## src/rtl/ecc_log_pkg.sv

```systemverilog
package ecc_log_pkg;
  typedef enum logic [2:0] {
    RA_STATUS = 3'd0,
    RA_CMD    = 3'd1,
    RA_ADDR   = 3'd2,
    RA_SYN    = 3'd3,
    RA_CHAN   = 3'd4
  } reg_sel_e;

  // Bit positions that software decodes
  localparam int ST_CE_BIT = 0;
  localparam int ST_UE_BIT = 7;
  localparam int EN_CE_BIT = 7;
  localparam int EN_UE_BIT = 8;

  // Index of each error kind in the per-kind vectors
  localparam int K_CE   = 0;
  localparam int K_UE   = 1;
  localparam int NKINDS = 2;
endpackage

```

## src/rtl/ecc_log_status.sv

```systemverilog
module ecc_log_status
  import ecc_log_pkg::*;
(
  input  logic              clk,
  input  logic              rst_n,
  input  logic [NKINDS-1:0] evt,
  input  logic [NKINDS-1:0] clr,
  input  logic              cmd_we,
  input  logic [NKINDS-1:0] cmd_d,
  output logic [NKINDS-1:0] pend,
  output logic [NKINDS-1:0] en
);
  logic [NKINDS-1:0] pend_nxt;

  // One sticky bit per error kind; the event wins over a clear
  for (genvar k = 0; k < NKINDS; k++) begin : g_kind
    always_comb begin
      pend_nxt[k] = pend[k];
      if (clr[k]) pend_nxt[k] = 1'b0;
      if (evt[k]) pend_nxt[k] = 1'b1;
    end

    always_ff @(posedge clk or negedge rst_n) begin
      if (!rst_n) pend[k] <= 1'b0;
      else        pend[k] <= pend_nxt[k];
    end
  end

  always_ff @(posedge clk or negedge rst_n) begin
    if (!rst_n)      en <= '0;
    else if (cmd_we) en <= cmd_d;
  end
endmodule

```

## src/rtl/ecc_log_capture.sv

```systemverilog
module ecc_log_capture #(
  parameter int BLK_W = 20,
  parameter int SYN_W = 8
) (
  input  logic             clk,
  input  logic             rst_n,
  input  logic             ce_evt,
  input  logic             ue_evt,
  input  logic             ce_pend,
  input  logic             ue_pend,
  input  logic [BLK_W-1:0] evt_blk,
  input  logic [SYN_W-1:0] evt_syn,
  input  logic             evt_chan,
  output logic [BLK_W-1:0] det_blk,
  output logic [SYN_W-1:0] det_syn,
  output logic             det_chan
);
  logic cap_ue, cap_ce, cap_en;

  // Uncorrectable replaces anything but an earlier uncorrectable;
  // correctable only fills an empty record.
  always_comb begin
    cap_ue = ue_evt && !ue_pend;
    cap_ce = ce_evt && !ue_evt && !ce_pend && !ue_pend;
    cap_en = cap_ue || cap_ce;
  end

  always_ff @(posedge clk or negedge rst_n) begin
    if (!rst_n) begin
      det_blk  <= '0;
      det_syn  <= '0;
      det_chan <= 1'b0;
    end else if (cap_en) begin
      det_blk  <= evt_blk;
      det_syn  <= evt_syn;
      det_chan <= evt_chan;
    end
  end
endmodule

```

## src/rtl/ecc_log_regif.sv

```systemverilog
module ecc_log_regif
  import ecc_log_pkg::*;
#(
  parameter int DATA_W  = 32,
  parameter int BLK_LSB = 12,
  parameter int SYN_W   = 8,
  localparam int BLK_W  = DATA_W - BLK_LSB
) (
  input  logic [2:0]        reg_addr,
  input  logic              reg_wr,
  input  logic [DATA_W-1:0] reg_wdata,
  input  logic [NKINDS-1:0] pend,
  input  logic [NKINDS-1:0] en,
  input  logic [BLK_W-1:0]  det_blk,
  input  logic [SYN_W-1:0]  det_syn,
  input  logic              det_chan,
  output logic [NKINDS-1:0] clr,
  output logic              cmd_we,
  output logic [NKINDS-1:0] cmd_d,
  output logic [DATA_W-1:0] reg_rdata
);
  reg_sel_e sel;
  logic     wdata_unused;

  assign sel          = reg_sel_e'(reg_addr);
  assign wdata_unused = ^reg_wdata;

  always_comb begin
    clr          = '0;
    cmd_we       = 1'b0;
    cmd_d[K_CE]  = reg_wdata[EN_CE_BIT];
    cmd_d[K_UE]  = reg_wdata[EN_UE_BIT];
    if (reg_wr) begin
      if (sel == RA_STATUS) begin
        clr[K_CE] = reg_wdata[ST_CE_BIT];
        clr[K_UE] = reg_wdata[ST_UE_BIT];
      end
      if (sel == RA_CMD) cmd_we = 1'b1;
    end
  end

  always_comb begin
    reg_rdata = '0;
    case (sel)
      RA_STATUS: begin
        reg_rdata[ST_CE_BIT] = pend[K_CE];
        reg_rdata[ST_UE_BIT] = pend[K_UE];
      end
      RA_CMD: begin
        reg_rdata[EN_CE_BIT] = en[K_CE];
        reg_rdata[EN_UE_BIT] = en[K_UE];
      end
      RA_ADDR: reg_rdata[DATA_W-1:BLK_LSB] = det_blk;
      RA_SYN:  reg_rdata[SYN_W-1:0]        = det_syn;
      RA_CHAN: reg_rdata[0]                = det_chan;
      default: reg_rdata = '0;
    endcase
  end
endmodule

```

## src/rtl/ecc_err_log.sv

```systemverilog
module ecc_err_log
  import ecc_log_pkg::*;
#(
  parameter int ADDR_W  = 32,
  parameter int BLK_LSB = 12,
  parameter int SYN_W   = 8,
  localparam int BLK_W  = ADDR_W - BLK_LSB
) (
  input  logic              clk,
  input  logic              rst_n,
  input  logic              ce_evt,
  input  logic              ue_evt,
  input  logic [ADDR_W-1:0] evt_addr,
  input  logic [SYN_W-1:0]  evt_syn,
  input  logic              evt_chan,
  input  logic [2:0]        reg_addr,
  input  logic              reg_wr,
  input  logic [ADDR_W-1:0] reg_wdata,
  output logic [ADDR_W-1:0] reg_rdata,
  output logic              sys_err
);
  logic [NKINDS-1:0] evt, clr, pend, en, cmd_d;
  logic              cmd_we;
  logic              ce_st, ue_st;
  logic [BLK_W-1:0]  det_blk;
  logic [SYN_W-1:0]  det_syn;
  logic              det_chan;
  logic              addr_lo_unused;

  assign evt[K_CE]      = ce_evt;
  assign evt[K_UE]      = ue_evt;
  assign ce_st          = pend[K_CE];
  assign ue_st          = pend[K_UE];
  assign addr_lo_unused = ^evt_addr[BLK_LSB-1:0];

  ecc_log_status u_status (
    .clk    (clk),
    .rst_n  (rst_n),
    .evt    (evt),
    .clr    (clr),
    .cmd_we (cmd_we),
    .cmd_d  (cmd_d),
    .pend   (pend),
    .en     (en)
  );

  ecc_log_capture #(.BLK_W(BLK_W), .SYN_W(SYN_W)) u_capture (
    .clk      (clk),
    .rst_n    (rst_n),
    .ce_evt   (ce_evt),
    .ue_evt   (ue_evt),
    .ce_pend  (ce_st),
    .ue_pend  (ue_st),
    .evt_blk  (evt_addr[ADDR_W-1:BLK_LSB]),
    .evt_syn  (evt_syn),
    .evt_chan (evt_chan),
    .det_blk  (det_blk),
    .det_syn  (det_syn),
    .det_chan (det_chan)
  );

  ecc_log_regif #(.DATA_W(ADDR_W), .BLK_LSB(BLK_LSB), .SYN_W(SYN_W)) u_regif (
    .reg_addr  (reg_addr),
    .reg_wr    (reg_wr),
    .reg_wdata (reg_wdata),
    .pend      (pend),
    .en        (en),
    .det_blk   (det_blk),
    .det_syn   (det_syn),
    .det_chan  (det_chan),
    .clr       (clr),
    .cmd_we    (cmd_we),
    .cmd_d     (cmd_d),
    .reg_rdata (reg_rdata)
  );

  // Level request: any pending kind whose enable is set
  assign sys_err = |(pend & en);
endmodule

```

## config.mk

```make
export PLATFORM = sky130hd
export DESIGN_NAME = ecc_err_log
export DESIGN_NICKNAME = d
export VERILOG_FILES = /design/src/rtl/ecc_log_pkg.sv /design/src/rtl/ecc_log_status.sv /design/src/rtl/ecc_log_capture.sv /design/src/rtl/ecc_log_regif.sv /design/src/rtl/ecc_err_log.sv
export SDC_FILE = /design/constraint.sdc
export NUM_CORES = 1
export LEC_CHECK = 0
export ABC_AREA = 0
export BUFFER_PORTS_ARGS = -buffer_cell sky130_fd_sc_hd__buf_2
export CAP_MARGIN = 40
export CORE_UTILIZATION = 41
export DETAILED_ROUTE_END_ITERATION = 8
export HOLD_SLACK_MARGIN = 0.05
export PLACE_DENSITY = 0.8
export SKIP_LAST_GASP = 1
export SYNTH_ARGS = -nofsm -noshare
export SYNTH_HDL_FRONTEND = slang
export SYNTH_SLANG_ARGS = --single-unit
export TNS_END_PERCENT = 50
```

## constraint.sdc

```tcl
create_clock -name clk -period 1.8 [get_ports clk]
set_input_delay 0.18 -clock clk [delete_from_list [all_inputs] [get_ports clk]]
set_output_delay 0.18 -clock clk [all_outputs]
set_load 0.005 [all_outputs]
```

* Yosys cells after proc, flatten, opt, wreduce, memory -nomap -nowiden
Cells that the tools add are included.
Operators by class: bitwise logic cells 1, $mul 0, shifts and indexed selects 0, add/sub/neg operators 0, reduce and logical (&&, ||, !) cells 12, multiplexer cells 13, $lt $le $gt $ge 0, div/mod/pow operators 0, equal/unequal tests 4
Operators by type and width (count):
- 2-to-1 mux 20 bit | 1
- 2-to-1 mux 1 bit | 7
- equality test 3 x 2 -> 1 bit, second input constant | 2
- 2-to-1 mux 6 bit | 1
- one-hot mux 1 bit (3 select lines) | 2
- logical AND 1 bit | 4
- 2-to-1 mux 2 bit | 2
- nonzero test 2 bit | 2
- equality test 3 x 1 -> 1 bit, second input constant | 1
- equality test 3 bit, second input constant | 1
- zero test 1 bit | 3
- zero test 3 bit | 1
- AND 2 bit | 1
- OR reduction 2 bit | 1
- logical OR 1 bit | 1
Word-level totals: memories kept 0, memory bits (read-only) 0, output and inout bits 33, latch bits 0, word-level logic and storage cells 36, input port bits 81, bits in registers 33, memory bits (writable) 0

* Depth between registers and ports, before layout
Gate-level depths: netlist of run 1.
depth after elaboration 5, depth in mapped cells 5, depth with buffers taken out 3

* Modules after synthesis
Synthesis of run 1 repeated with hierarchy kept, for this count alone.
Unflattened totals: cell total of the unflattened synthesis 124, area, all modules 1659.1 sq um
Modules (own cells, without submodules):
- ecc_log_capture | times used 1, area each 1162.4 sq um, seq. area each 725.7 sq um, cells an instance 64
- ecc_log_regif | times used 1, area each 342.8 sq um, seq. area each 0.0 sq um, cells an instance 49
- ecc_log_status | times used 1, area each 145.1 sq um, seq. area each 100.1 sq um, cells an instance 10
- ecc_err_log | times used 1, area each 8.8 sq um, seq. area each 0.0 sq um, cells an instance 1

* Worst setup path after synthesis of run 1
OpenSTA, ideal clock, no wires.
path kind register to register, start point reg u_status.pend[0], end point reg u_capture.det_blk[0], path buffers 2, arrival 1.259 ns, slack 0.416 ns, period minus slack after synthesis 1.384 ns, cell stages (with the launch flop) 6, data required time 1.675 ns, setup time 0.125 ns, cell sequence dfrtp_1 > nand2b_4 > a21oi_2 > buf_6 > buf_12 > mux2_4
On the way: cells in the longest elaborated chain, start to end 4
Ends and longest elaborated chain:
- from (decl) | RTL line ecc_log_status.sv:10 | output logic [NKINDS-1:0] pend,
- from (signal, indexed assignment) | RTL line ecc_log_status.sv:25 | else pend[k] <= pend_nxt[k];
- zero test 1 bit | RTL line ecc_log_capture.sv:24 | cap_ce = ce_evt && !ue_evt && !ce_pend && !ue_pend;
- logical AND 1 bit (2 in a row) | RTL line ecc_log_capture.sv:24
- logical OR 1 bit | RTL line ecc_log_capture.sv:25 | cap_en = cap_ue || cap_ce;
- to (signal assigned) | RTL line ecc_log_capture.sv:34 | det_blk <= evt_blk;
- to (decl) | RTL line ecc_log_capture.sv:14 | output logic [BLK_W-1:0] det_blk,
No other way between the ends. A chain may end at the register's enable or synchronous reset.

* Worst setup path in the final report of run 1
start point reg u_status.pend[1], end point out reg_rdata[7]
On the way: cells in the longest elaborated chain, start to end 1
Ends and longest elaborated chain:
- one-hot mux 1 bit (3 select lines) | RTL line ecc_log_regif.sv:44 | case (sel)
- to (decl) | RTL line ecc_err_log.sv:19 | output logic [ADDR_W-1:0] reg_rdata,
No other way between the ends.

==> impl_metrics.tcl, run 1 <==
set metrics [dict create \
    r2r-end "u_capture.det_blk[9]" \
    total_power_mw 2.10 \
    r2r_slack_ps 360 \
    synth_top_cell_area_share_pct 51.6 \
    h-tree-depth 2 \
    ys_seq_area_share_pct 51.6 \
    grt-ovfl-total 0 \
    detail-route-antenna-nets 0 \
    ios 114 \
    min_from "reg_wdata[7]" \
    nets 274 \
    tns_ps 0 \
    min_to "u_status.pend[1]" \
    yosys.cell_types.count 26 \
    cts-root-buf "clkbuf_8" \
    cts-resized-gates 0 \
    tightest_slew_ps 715 \
    drt-initial-drc-count 41 \
    fin_area_mm2 0.00211 \
    grt_pass1_wl_um 5000 \
    synth-seq-cells 33 \
    critPathLaunchType "flop" \
    r2r-start "u_status.pend[0]" \
    ir_drop_v 0.000580 \
    path_clk_slew_ps 70 \
    finalCritPeriodShare_pct 81.1 \
    grt_max_degree 34 \
    avgRoutedWirePerCell_um 12.0 \
    holdPathStages 2 \
    initial_utilization_pct 43.1 \
    cts_buffers 5 \
    worst_ep_arrival_time_ps 1280 \
    power.switching_mw 0.483 \
    fmax_mhz 685 \
    netlist_instances 120 \
    grt_pass1_vias 1172 \
    yosys.area.top_type "dfrtp_1" \
    sequentialPowerShare_pct 48.7 \
    worstSetupPathType "reg -> out" \
    final_cell_mix "69 x buf_2, 33 x dfrtp_1, 26 x and2_1" \
    cts_buffer_depth 2 \
    p_leak_nw 1.07 \
    power_frac_clock_pct 32.6 \
    critPathCaptureType "output port" \
    power.share.switching_pct 23.0 \
    postPlaceCellArea_mm2 0.00199 \
    drt_drc_violations_left 0 \
    worstPathRequired_ps 1620 \
    cellPowerDensity_mw_per_mm2 993 \
    p_int_mw 1.62 \
    combPwrFrac_pct 18.7 \
    status "finished, final reports clean" \
    dp_hpwl_um 2120 \
    diodes 0 \
    cap_violations 0 \
    first_pass_iters 4 \
    cts_tree "done" \
    clock_skew_ps 3.09 \
    post-route-util_pct 56.9 \
    yosys_warnings 0 \
    drt-vias-per-instance 4.83 \
    min_period_ps 1460 \
    fp.dieW_um 64.5 \
    path_max_fanout 4 \
    numPortBuffers 69 \
    final_common_cell "buf_2" \
    synth_area_mm2 0.00160 \
    fillers 318 \
    antenna_found_initial 0 \
    maxSlewViolCount 0 \
    rsz0062_at_grt "false" \
    die_y_um 64.5 \
    setup_viol 0 \
    dieArea_mm2 0.00416 \
    ys_top_cells_by_area "dfrtp_1 52%, mux2_2 15%, and2_1 10%" \
    cts_sinks 33 \
    wirelength_um 2910 \
    syn_to_final_growth_pct 32.0 \
    track_usage_pct 15.8 \
    vias 1170 \
    ff2ff_path_depth 4 \
    insertion_delay_ps 280 \
    hp-class "in -> reg" \
    num_rows 22 \
    hold_viol 0 \
    drive_gt1_share_pct 59.3 \
    gp_congestion 0.726 \
    relSlewSlack_pct 52.3 \
    core_mm2 0.00372 \
    syn_area_per_cell_um2 13.3 \
]
[registers in the layout, summed over array words and instances (netlist names)]
name / flops
u_capture.det_syn: 8
u_status.pend: 2
u_capture.det_chan: 1
u_capture.det_blk: 20
u_status.en: 2
[how the worst max path moves through the flow]
stage	from	end	slack [ps]	cells after the start
6_report	u_status.pend[1]	reg_rdata[7]	340	4
5_1_grt	u_status.pend[1]	reg_rdata[7]	250	4
4_1_cts	u_status.pend[1]	reg_rdata[7]	330	4
3_5_place_dp	u_status.pend[0]	u_capture.det_blk[14]	360	4
3_3_place_gp	u_status.pend[0]	u_capture.det_syn[0]	380	4
2_1_floorplan	u_status.pend[0]	u_capture.det_blk[0]	420	5
[critical path: stages, from the launching register on]
cell and delay (ps):
dfrtp_1 420, nor2b_1 150, a211oi_1 60, a211oi_1 220, buf_2 150
[power groups by stage]
stage | registers [mW] | logic [mW] | clock network, mW
finish | 1.02 | 0.392 | 0.684
floorplan | 1.01 | 0.277 | 0
global route | 1.05 | 0.437 | 0.736
global placement | 1.03 | 0.384 | 0
CTS | 1.03 | 0.399 | 0.707
detailed placement | 1.04 | 0.394 | 0
[per-layer routing]
| metal | routed length, µm | global-route usage [%] |
|---|---|---|
| met2 | 1330 | 27.1 |
| met5 | 0 | 0 |
| met1 | 1300 | 18.6 |
| met3 | 229 | 4.75 |
| met4 | 50 | 5.83 |
[metrics by stage]
step	hold slack [ps]	setup slack, ps	cells
6_report	103	341	242
3_3_place_gp	282	383	233
3_5_place_dp	282	365	233
5_1_grt	113	254	242
4_1_cts	92.4	326	242
2_1_floorplan	-116	416	122
[cells by family (layout without fill, tap and decap cells)]
family                 count (synthesis)  in the layout  share of synthesized area, %
flip-flops                            33             33                          51.6
other                                  1              3                         0.234
AO/OA/AOI/OAI                          7              7                          3.36
AND/OR/NAND/NOR                       37             37                          15.3
multiplexers                          32             32                          24.8
buffers and inverters                 10             82                          4.77
[timing repair]
| action | in CTS | in global routing |
|---|---|---|
| hold buffers | 1 | 0 |
| hold endpoints to repair | 33 | 0 |
| buffers inserted | 0 | 0 |
[cells in the mapped netlist (all sizes together)]
master  instances
and3b           1
nand2b          1
nand2           3
o31ai           1
a211oi          2
conb            1
nor2b           1
mux2i           1
inv             1
nor4b           1
and4bb          1
mux2           31
buf             6
a31oi           1
nor3b           1
a21oi           1
nor2            1
a21o            1
a22o            1
clkbuf          3
and2           26
dfrtp          33
nor4bb          1
[final cells by class]
type	count	area [µm²]	area share, %
Clock buffer	5	68.8	3.25
Clock inverter	3	46.3	2.19
Inverter	1	3.75	0.178
Multi-Input combinational cell	79	719	34.0
Sequential cell	33	826	39.1
Tap cell	48	60.1	2.84
Timing Repair Buffer	73	390	18.5
Note: power is estimated with default switching activity, not from simulation.
==> run 2, diff against run 1 <==
--- a/config.mk
+++ b/config.mk
@@ -5,13 +5,13 @@
 export SDC_FILE = /design/constraint.sdc
 export NUM_CORES = 1
 export LEC_CHECK = 0
-export ABC_AREA = 0
+export ABC_AREA = 1
 export BUFFER_PORTS_ARGS = -buffer_cell sky130_fd_sc_hd__buf_2
 export CAP_MARGIN = 40
 export CORE_UTILIZATION = 41
 export DETAILED_ROUTE_END_ITERATION = 8
 export HOLD_SLACK_MARGIN = 0.05
-export PLACE_DENSITY = 0.8
+export PLACE_DENSITY = 0.79
 export SKIP_LAST_GASP = 1
 export SYNTH_ARGS = -nofsm -noshare
 export SYNTH_HDL_FRONTEND = slang
==> constraint.sdc (replaced) <==
create_clock -name clk -period 1.5 [get_ports clk]
set_input_delay 0.15 -clock clk [delete_from_list [all_inputs] [get_ports clk]]
set_output_delay 0.15 -clock clk [all_outputs]
set_load 0.005 [all_outputs]
==> impl_metrics.tcl, run 2 <==
set metrics [dict create \
    status "finished, final reports clean" \
    min_period_ps 1400 \
    first_pass_iters 4 \
    yosys_warnings 0 \
    netlist_instances 231 \
    path_max_fanout 13 \
    nets 382 \
    synth-seq-cells 33 \
    ios 114 \
    syn_to_final_growth_pct 27.2 \
    worstSetupPathType "reg -> out" \
    wl_met3_um 194 \
    num_rows 22 \
    dr.max_layer_used "met4" \
    track_usage_pct 17.0 \
    ir_drop_v 0.000625 \
    grt_pass1_wl_um 5610 \
    grt-ovfl-total 0 \
    relSlewSlack_pct 52.7 \
    critPathCaptureType "output port" \
    drive_gt1_share_pct 27.2 \
    synth_edf_count 0 \
    tns_ps 0 \
    drt-initial-drc-count 75 \
    synth_area_mm2 0.00168 \
    multiInputGateArea_um2 631 \
    path_clk_slew_ps 60 \
    cellPowerDensity_mw_per_mm2 1090 \
    ys_seq_area_share_pct 49.3 \
    dieArea_mm2 0.00435 \
    h-tree-depth 2 \
    grt_max_degree 34 \
    largest-register "u_capture.det_blk" \
    ys_top_cells_by_area "dfrtp_1 49%, nand2_1 16%, nand3_1 12%" \
    fillers 384 \
    largest_register_ffs 20 \
    drt-vias-per-instance 4.57 \
    synth_top_cell_area_share_pct 49.3 \
    insertion_delay_ps 270 \
    drt_drc_violations_left 0 \
    critPathLaunchType "flop" \
    wirelength_um 3540 \
    wl_met2_um 1740 \
    synthArstFlopShare_pct 100 \
    cts_buffers 5 \
    worst_ep_arrival_time_ps 1250 \
    cts_setup_buffers 0 \
    fmax_mhz 713 \
    cts-root-buf "clkbuf_8" \
    p_leak_nw 1.32 \
    final_common_cell "nand2_1" \
    ys_top_cells_by_count "73 x nand2_1, 41 x nand3_1, 36 x inv_1" \
    setup_viol 0 \
    final_cell_mix "73 x nand2_1, 69 x buf_2, 41 x nand3_1" \
    maxSlewViolCount 0 \
    avgRoutedWirePerCell_um 10.1 \
    clock_skew_ps 2.63 \
    grt_pass1_vias 1346 \
    dp_hpwl_um 2530 \
    regArea_um2 826 \
    numPortBuffers 69 \
    cts_tree "done" \
    finalCritPeriodShare_pct 93.5 \
    yosysMostFrequentCell "nand2_1" \
    rsz0062_at_grt "false" \
    total_power_mw 2.33 \
    vias 1595 \
    cts_buffer_depth 2 \
    wl_met1_um 1580 \
    ys.flop_type "dfrtp_1" \
    hold_viol 0 \
    initial_utilization_pct 44.1 \
    cts_sinks 33 \
    gp_congestion 0.777 \
    detail-route-antenna-nets 0 \
    core_mm2 0.00380 \
    diodes 0 \
    fp.dieW_um 65.9 \
    worstPathRequired_ps 1350 \
    die_y_um 65.9 \
    antenna_found_initial 0 \
    tightest_slew_ps 710 \
    yosys.cell_types.count 14 \
    hp-class "in -> reg" \
    syn_area_per_cell_um2 7.25 \
    cap_violations 0 \
    yosys.area.top_type "dfrtp_1" \
    top_regs "u_capture.det_blk: 20 flops, u_capture.det_syn: 8 flops" \
]
[run 2: cell count changes in the layout (fill, tap and decap cells not counted), sizes merged, moves of 2 or more]
| cell | delta |
|---|---|
| nand2 | +71 |
| nand3 | +41 |
| inv | +35 |
| mux2 | -31 |
| nor2 | +28 |
| and2 | -26 |
| a211oi | -2 |
| buf | +2 |
| clkbuf | +2 |
| nand4 | +2 |
[run 2: cell families (layout without fill, tap and decap cells)]
| group | count (synthesis) | count (layout) | share of synthesized area, % |
|---|---|---|---|
| and+or+nand+nor | 146 | 146 | 36.4 |
| other | 1 | 3 | 0.224 |
| buffers and inverters | 50 | 118 | 13.8 |
| DFF | 33 | 33 | 49.3 |
| AOI/OAI and AO/OA | 1 | 1 | 0.298 |
[run 2: report_power, final]
group	leakage [nW]	switching, mW	internal (mW)	total, mW
combinational	0.863	0.258	0.197	0.455
clock	0.0443	0.286	0.364	0.649
sequential	0.411	0.116	1.11	1.22
[run 2: final timing paths]
check                      slack, ps                     to                   from  cells past startpoint
max                              100                sys_err       u_status.pend[1]                      4
min                               80       u_status.pend[0]                 ce_evt                      3
max reg2reg                      190   u_capture.det_blk[2]       u_status.pend[0]                      6
min reg2reg                      470  u_capture.det_blk[12]  u_capture.det_blk[12]                      2
max in group asynchronous        570   u_capture.det_blk[0]                  rst_n                      2
min in group asynchronous        470         u_status.en[1]                  rst_n                      2
[run 2: final cells by class]
type                            count  area share, %
Inverter                           36           6.34
Timing Repair Buffer               75           18.4
Clock buffer                        7           4.05
Sequential cell                    33           38.8
Tap cell                           48           2.82
Multi-Input combinational cell    150           29.6
[run 2: worst max-delay path, cell delays in order, from the launching register on]
cell,delay (ps)
dfrtp_1,390
inv_1,140
buf_4,220
o21ai_0,100
buf_2,130
[run 2: per-layer routing]
layer	global-route usage, %	vias up
met3	4.66	2
met4	4.89	0
li1	-	829
met2	30.5	54
met5	0	-
met1	19.6	710
[run 2: what timing repair did]
item | CTS | global route
hold buffers | 1 | 0
endpoints found under the hold margin | 33 | 0
gates resized for setup | 0 | 1
setup endpoints to repair | 0 | 16
[run 2: metrics by stage]
step	instance area [µm²]	instances	setup WS [ps]	hold WS [ps]	utilization [%]
floorplan	1680	233	435	-146	-
detailed placement	2030	341	80.0	246	53.4
global route	2130	349	26.5	75.4	56.1
CTS	2130	349	76.5	75.0	56.0
finish	2130	349	98.2	80.8	56.1
global placement	2030	341	108	245	53.4
